`config.mk`:
```
export PLATFORM = sky130hd
export DESIGN_NAME = gpio_edge_ctl
export DESIGN_NICKNAME = d
export VERILOG_FILES = /design/src/rtl/gpio_edge_ctl.sv
export SDC_FILE = /design/constraint.sdc
export NUM_CORES = 1
export LEC_CHECK = 0
export BUFFER_PORTS_ARGS = -buffer_cell sky130_fd_sc_hd__buf_4
export CAP_MARGIN = 20
export CORE_MARGIN = 2
export CORE_UTILIZATION = 55
export CTS_CLUSTER_DIAMETER = 120
export CTS_CLUSTER_SIZE = 28
export DETAILED_ROUTE_END_ITERATION = 10
export PLACE_DENSITY = 0.74
export SYNTH_ARGS = -nofsm -noshare
export SYNTH_HDL_FRONTEND = slang
export SYNTH_SLANG_ARGS = --single-unit
```
`constraint.sdc`:
```
create_clock -name clk -period 1.8 [get_ports clk]
set_input_delay 0.45 -clock clk [delete_from_list [all_inputs] [get_ports clk]]
set_output_delay 0.45 -clock clk [all_outputs]
set_load 0.005 [all_outputs]
```
`src/rtl/gpio_edge_ctl.sv`:
```
`timescale 1ns/1ps
module gpio_edge_ctl #(
  parameter int PINS        = 32,
  parameter int BANK_W      = 16,
  parameter int SYNC_STAGES = 2,
  parameter int ADDR_W      = 8,
  parameter int GROUP_BASE  = 'h10,
  parameter int BANKEN_ADDR = 'h08
) (
  input  logic              clk,
  input  logic              rst_n,
  input  logic [ADDR_W-1:0] bus_addr,
  input  logic [PINS-1:0]   bus_wdata,
  input  logic              bus_wr,
  input  logic              bus_rd,
  output logic [PINS-1:0]   bus_rdata,
  input  logic [PINS-1:0]   pad_in,
  output logic [PINS-1:0]   pad_out,
  output logic [PINS-1:0]   pad_oe,
  output logic [PINS/BANK_W-1:0] bank_irq
);
  localparam int BANKS = PINS / BANK_W;
  localparam logic [ADDR_W-1:0] A_BANKEN = ADDR_W'(BANKEN_ADDR);
  localparam logic [ADDR_W-1:0] A_DIR    = ADDR_W'(GROUP_BASE + 'h00);
  localparam logic [ADDR_W-1:0] A_OUT    = ADDR_W'(GROUP_BASE + 'h04);
  localparam logic [ADDR_W-1:0] A_SET    = ADDR_W'(GROUP_BASE + 'h08);
  localparam logic [ADDR_W-1:0] A_CLR    = ADDR_W'(GROUP_BASE + 'h0C);
  localparam logic [ADDR_W-1:0] A_IN     = ADDR_W'(GROUP_BASE + 'h10);
  localparam logic [ADDR_W-1:0] A_RSET   = ADDR_W'(GROUP_BASE + 'h14);
  localparam logic [ADDR_W-1:0] A_RCLR   = ADDR_W'(GROUP_BASE + 'h18);
  localparam logic [ADDR_W-1:0] A_FSET   = ADDR_W'(GROUP_BASE + 'h1C);
  localparam logic [ADDR_W-1:0] A_FCLR   = ADDR_W'(GROUP_BASE + 'h20);
  localparam logic [ADDR_W-1:0] A_STAT   = ADDR_W'(GROUP_BASE + 'h24);

  logic [PINS-1:0]  dir_q, out_q, rise_q, fall_q, stat_q, prev_q, rdata_q;
  logic [PINS-1:0]  sync_q [SYNC_STAGES];
  logic [BANKS-1:0] bank_en_q;
  logic [PINS-1:0]  in_now, ev_rise, ev_fall, rd_mux;
  logic [ADDR_W-3:0] word;

  assign word = bus_addr[ADDR_W-1:2];

  logic w_banken, w_dir, w_set, w_clr, w_rset, w_rclr, w_fset, w_fclr, w_stat;
  assign w_banken = bus_wr && word == A_BANKEN[ADDR_W-1:2];
  assign w_dir    = bus_wr && word == A_DIR[ADDR_W-1:2];
  assign w_set    = bus_wr && word == A_SET[ADDR_W-1:2];
  assign w_clr    = bus_wr && word == A_CLR[ADDR_W-1:2];
  assign w_rset   = bus_wr && word == A_RSET[ADDR_W-1:2];
  assign w_rclr   = bus_wr && word == A_RCLR[ADDR_W-1:2];
  assign w_fset   = bus_wr && word == A_FSET[ADDR_W-1:2];
  assign w_fclr   = bus_wr && word == A_FCLR[ADDR_W-1:2];
  assign w_stat   = bus_wr && word == A_STAT[ADDR_W-1:2];

  always_ff @(posedge clk or negedge rst_n) begin
    if (!rst_n) begin
      dir_q     <= '1;
      out_q     <= '0;
      rise_q    <= '0;
      fall_q    <= '0;
      bank_en_q <= '0;
    end else begin
      if (w_dir)    dir_q     <= bus_wdata;
      if (w_set)    out_q     <= out_q | bus_wdata;
      if (w_clr)    out_q     <= out_q & ~bus_wdata;
      if (w_rset)   rise_q    <= rise_q | bus_wdata;
      if (w_rclr)   rise_q    <= rise_q & ~bus_wdata;
      if (w_fset)   fall_q    <= fall_q | bus_wdata;
      if (w_fclr)   fall_q    <= fall_q & ~bus_wdata;
      if (w_banken) bank_en_q <= bus_wdata[BANKS-1:0];
    end
  end

  assign pad_out = out_q;
  assign pad_oe  = ~dir_q;

  always_ff @(posedge clk or negedge rst_n) begin
    if (!rst_n) begin
      for (int s = 0; s < SYNC_STAGES; s++) sync_q[s] <= '0;
      prev_q <= '0;
    end else begin
      sync_q[0] <= pad_in;
      for (int s = 1; s < SYNC_STAGES; s++) sync_q[s] <= sync_q[s-1];
      prev_q <= sync_q[SYNC_STAGES-1];
    end
  end

  assign in_now  = sync_q[SYNC_STAGES-1];
  assign ev_rise = in_now & ~prev_q & rise_q;
  assign ev_fall = ~in_now & prev_q & fall_q;

  always_ff @(posedge clk or negedge rst_n) begin
    if (!rst_n) stat_q <= '0;
    else        stat_q <= (stat_q & ~(w_stat ? bus_wdata : '0)) | ev_rise | ev_fall;
  end

  generate
    for (genvar b = 0; b < BANKS; b++) begin : g_bank
      assign bank_irq[b] = bank_en_q[b] & |stat_q[b*BANK_W +: BANK_W];
    end
  endgenerate

  always_comb begin
    rd_mux = '0;
    unique case (word)
      A_BANKEN[ADDR_W-1:2]: rd_mux = PINS'(bank_en_q);
      A_DIR[ADDR_W-1:2]:    rd_mux = dir_q;
      A_OUT[ADDR_W-1:2]:    rd_mux = out_q;
      A_IN[ADDR_W-1:2]:     rd_mux = in_now;
      A_RSET[ADDR_W-1:2]:   rd_mux = rise_q;
      A_FSET[ADDR_W-1:2]:   rd_mux = fall_q;
      A_STAT[ADDR_W-1:2]:   rd_mux = stat_q;
      default:              rd_mux = '0;
    endcase
  end

  always_ff @(posedge clk or negedge rst_n) begin
    if (!rst_n)      rdata_q <= '0;
    else if (bus_rd) rdata_q <= rd_mux;
    else             rdata_q <= '0;
  end

  assign bus_rdata = rdata_q;

  assert_dir_oe_R3: assert property (@(posedge clk) disable iff (!rst_n)
    w_dir |=> pad_oe == ~$past(bus_wdata));
  assert_set_bits_R2: assert property (@(posedge clk) disable iff (!rst_n)
    w_set |=> (pad_out & $past(bus_wdata)) == $past(bus_wdata));
  assert_clr_bits_R2: assert property (@(posedge clk) disable iff (!rst_n)
    w_clr |=> (pad_out & $past(bus_wdata)) == '0);
  assert_edge_latch_R6: assert property (@(posedge clk) disable iff (!rst_n)
    (ev_rise | ev_fall) != '0 |=> (stat_q & $past(ev_rise | ev_fall)) == $past(ev_rise | ev_fall));
  assert_w1c_clear_R7: assert property (@(posedge clk) disable iff (!rst_n)
    w_stat |=> (stat_q & $past(bus_wdata) & ~$past(ev_rise | ev_fall)) == '0);
  assert_no_stray_rd_R10: assert property (@(posedge clk) disable iff (!rst_n)
    !bus_rd |=> bus_rdata == '0);
endmodule

```
==> flow_metrics.tcl <==
set metrics [dict create \
    fin_nets 1256 \
    clk_path_buf_depth 3 \
    end_kind "output pin" \
    instances_no_fill 1458 \
    fin_setup_tns_ps -753 \
    first_global_vias 8636 \
    grt_pass1_wl_um 48100 \
    die_y_um 150 \
    postLayoutCoreUtil 0.684 \
    rsz0062_at_grt "yes" \
    dieArea_um2 22400 \
    critPathLaunchType "flop" \
    slew_headroom 0.642 \
    vdd_drop_max_mv 0.618 \
    pre_cts_slack_ps -158 \
    clk_latency_ps 500 \
    clock_skew_ps 17.9 \
    ant_nets 0 \
    worst_pin_slew_ps 537 \
    cp_cell_sequence "nor4_2 > buf_4 > a41oi_2 > buf_4" \
    violations "negative setup slack" \
    drv_cap 0 \
    fin_crit_sh 1.24 \
    holdWs_ps 42.4 \
    cts_buffers 14 \
    worstSetupPathType "reg2out" \
    drc_errors 0 \
    rows 53 \
    syn-num-nets 1054 \
    setup_viol 2 \
    worst_ep_required_time_ps 1350 \
    hold_path.class "in2reg" \
    wire_per_inst_um 21.3 \
    core-area_um2 20900 \
    drive_gt1_frac 0.290 \
    crit_path_frequent_cell "buf_4" \
    wirelength_um 31100 \
    tritoncts "yes" \
    ys_seq_area_frac 0.626 \
    setup_slack_ps -427 \
    path_max_fanout 3 \
    hold_viol 0 \
    slowest_delay_ps 430 \
    period_minus_slack_ps 2230 \
    grt_util_all_layers 0.280 \
    postSynthCellCount 978 \
    routabilityCongestion 0.874 \
    ff2ff_setup_slack_ps 620 \
    synth_edf_count 0 \
    grt_max_degree 50 \
    p_leak_nw 6.67 \
    synth.avg_cell_area_um2 11.9 \
    cts_sinks 290 \
    ioPinCount 174 \
    ys_types 36 \
    dr.pass1.iters 5 \
    ys.flop_type "dfrtp_1" \
    hpwl_um 20800 \
    htreeDepth 1 \
    clkTransAtPathRegs_ps 110 \
    ys_seq_elements 290 \
    antenna_cells 0 \
    cts_root_buf "clkbuf_16" \
    portBuffers 171 \
    drtIter0Drc 645 \
    synth_area_um2 11600 \
    ys_warn_count 0 \
    outcome "complete, but fails checks" \
    via_per_inst 5.97 \
    synthArstFlopShare 1.00 \
    syn_to_final_growth_pct 22.7 \
    power_density_nw_per_um2 904 \
    fmax_ghz 0.449 \
    overflow 0 \
    placedCellCount 1432 \
    vias 8705 \
    slowest_stage "dfrtp_1" \
    cp.arrival_ps 1780 \
    n_fill_cell 1553 \
    grt_antenna_before_repair 0 \
    fp.dieW_um 150 \
    initial_core_util 0.558 \
    maxSlewViolCount 0 \
]
## per-stage QoR
step           cell area, µm²  total power, mW
3_5_place_dp            13800             9.42
4_1_cts                 14300             13.0
2_1_floorplan           11600             8.37
6_report                14300             12.9
3_3_place_gp            13800             9.35
5_1_grt                 14300             13.5
## cell usage in the layout, fill, tap and decap left out, types with 2 or more instances in the layout
cell,netlist,layout
a21oi_1,192,192
a21oi_2,30,30
a22o_1,3,3
a22oi_1,61,61
a31oi_1,2,2
a41oi_2,0,2
and3_1,4,2
and3_2,0,2
buf_12,0,23
buf_4,15,218
clkbuf_1,20,3
clkbuf_16,0,15
dfrtp_1,258,258
dfstp_2,32,32
inv_1,68,68
mux2_2,2,2
mux2i_1,62,62
nand2_1,40,39
nand3_1,5,5
nand3b_1,33,33
nor2_1,7,4
nor2_4,0,3
nor2b_1,2,2
nor4_1,9,4
nor4_2,0,3
nor4_4,0,2
nor4b_4,2,2
o211ai_1,32,32
o21ai_0,35,35
o22a_1,30,30
## what timing repair did
| item | in CTS | in global routing |
|---|---|---|
| endpoints found under the setup margin | 2 | 2 |
| hold buffers | 1 | 0 |
| gates resized for setup | 8 | 1 |
| pin swaps | 3 | 1 |
| setup buffers | 3 | 3 |
| hold endpoints to repair | 33 | 0 |
## per-layer routing
layer / wire length [µm] / vias up / track usage / share of wire
li1: - / 3944 / - / -
met1: 12700 / 4359 / 0.388 / 0.41
met2: 15400 / 338 / 0.462 / 0.49
met3: 2170 / 64 / 0.0433 / 0.070
met4: 810 / 0 / 0.0838 / 0.026
met5: 0 / - / 0 / 0
## report_power, final
part,internal (mW),switching [mW]
registers,7.15,0.465
logic,0.850,0.880
clock network,1.56,2.03
## final cells by class
cell class	count	area, µm²	area share
tap	275	344	0.0241
clock buffer	18	387	0.0270
timing repair buffer	243	2120	0.148
multi-input combinational	563	3870	0.271
sequential	290	7300	0.511
clock inverter	1	20.0	0.00140
inverter	68	255	0.0179
## worst paths after layout
path                                 start             to  cells past startpoint
worst max-delay path            stat_q[15]    bank_irq[0]                      4
worst min-delay path            pad_in[29]     sync_q[61]                      1
worst max register to register  stat_q[23]  bus_rdata[23]                      5
worst min register to register  sync_q[32]      in_now[0]                      0
max in group asynchronous            rst_n      dir_q[27]                      3
min in group asynchronous            rst_n     sync_q[39]                      2
## cells in the mapped netlist (2+ instances only)
cell	number	area [µm²]
nor4b_4	2	47.6
o211ai_1	32	240
a21oi_1	192	961
nand3b_1	33	248
mux2_2	2	22.5
and3_1	4	25.0
nor2_1	7	26.3
inv_1	68	255
nor4_1	9	56.3
nand2_1	40	150
dfstp_2	32	841
buf_6	6	67.6
nand3_1	5	25.0
o21ai_0	35	175
a22oi_1	61	458
clkbuf_1	20	75.1
dfrtp_1	258	6460
nor2b_1	2	12.5
buf_4	15	113
o22a_1	30	263
a21oi_2	30	263
buf_2	16	80.1
mux2i_1	62	621
a22o_1	3	26.3
a31oi_1	2	12.5
a41oi_1	2	17.5
## kinds of logic (layout without fill, tap and decap cells)
group | after synthesis | after routing | share of synthesized area
buffers and inverters | 125 | 330 | 0.0507
AND/OR/NAND/NOR | 108 | 108 | 0.0570
multiplexers | 64 | 64 | 0.0552
AO/OA/AOI/OAI | 391 | 391 | 0.211
flip-flops | 290 | 290 | 0.626
## worst max-delay path: cells and delay by family, from the launching register on
kind	cells	cell delay, ps
flip-flops	1	430
AO/OA/AOI/OAI	1	140
buffers and inverters	2	360
AND/OR/NAND/NOR	1	350
No activity file was read; power rests on OpenSTA's default activity.
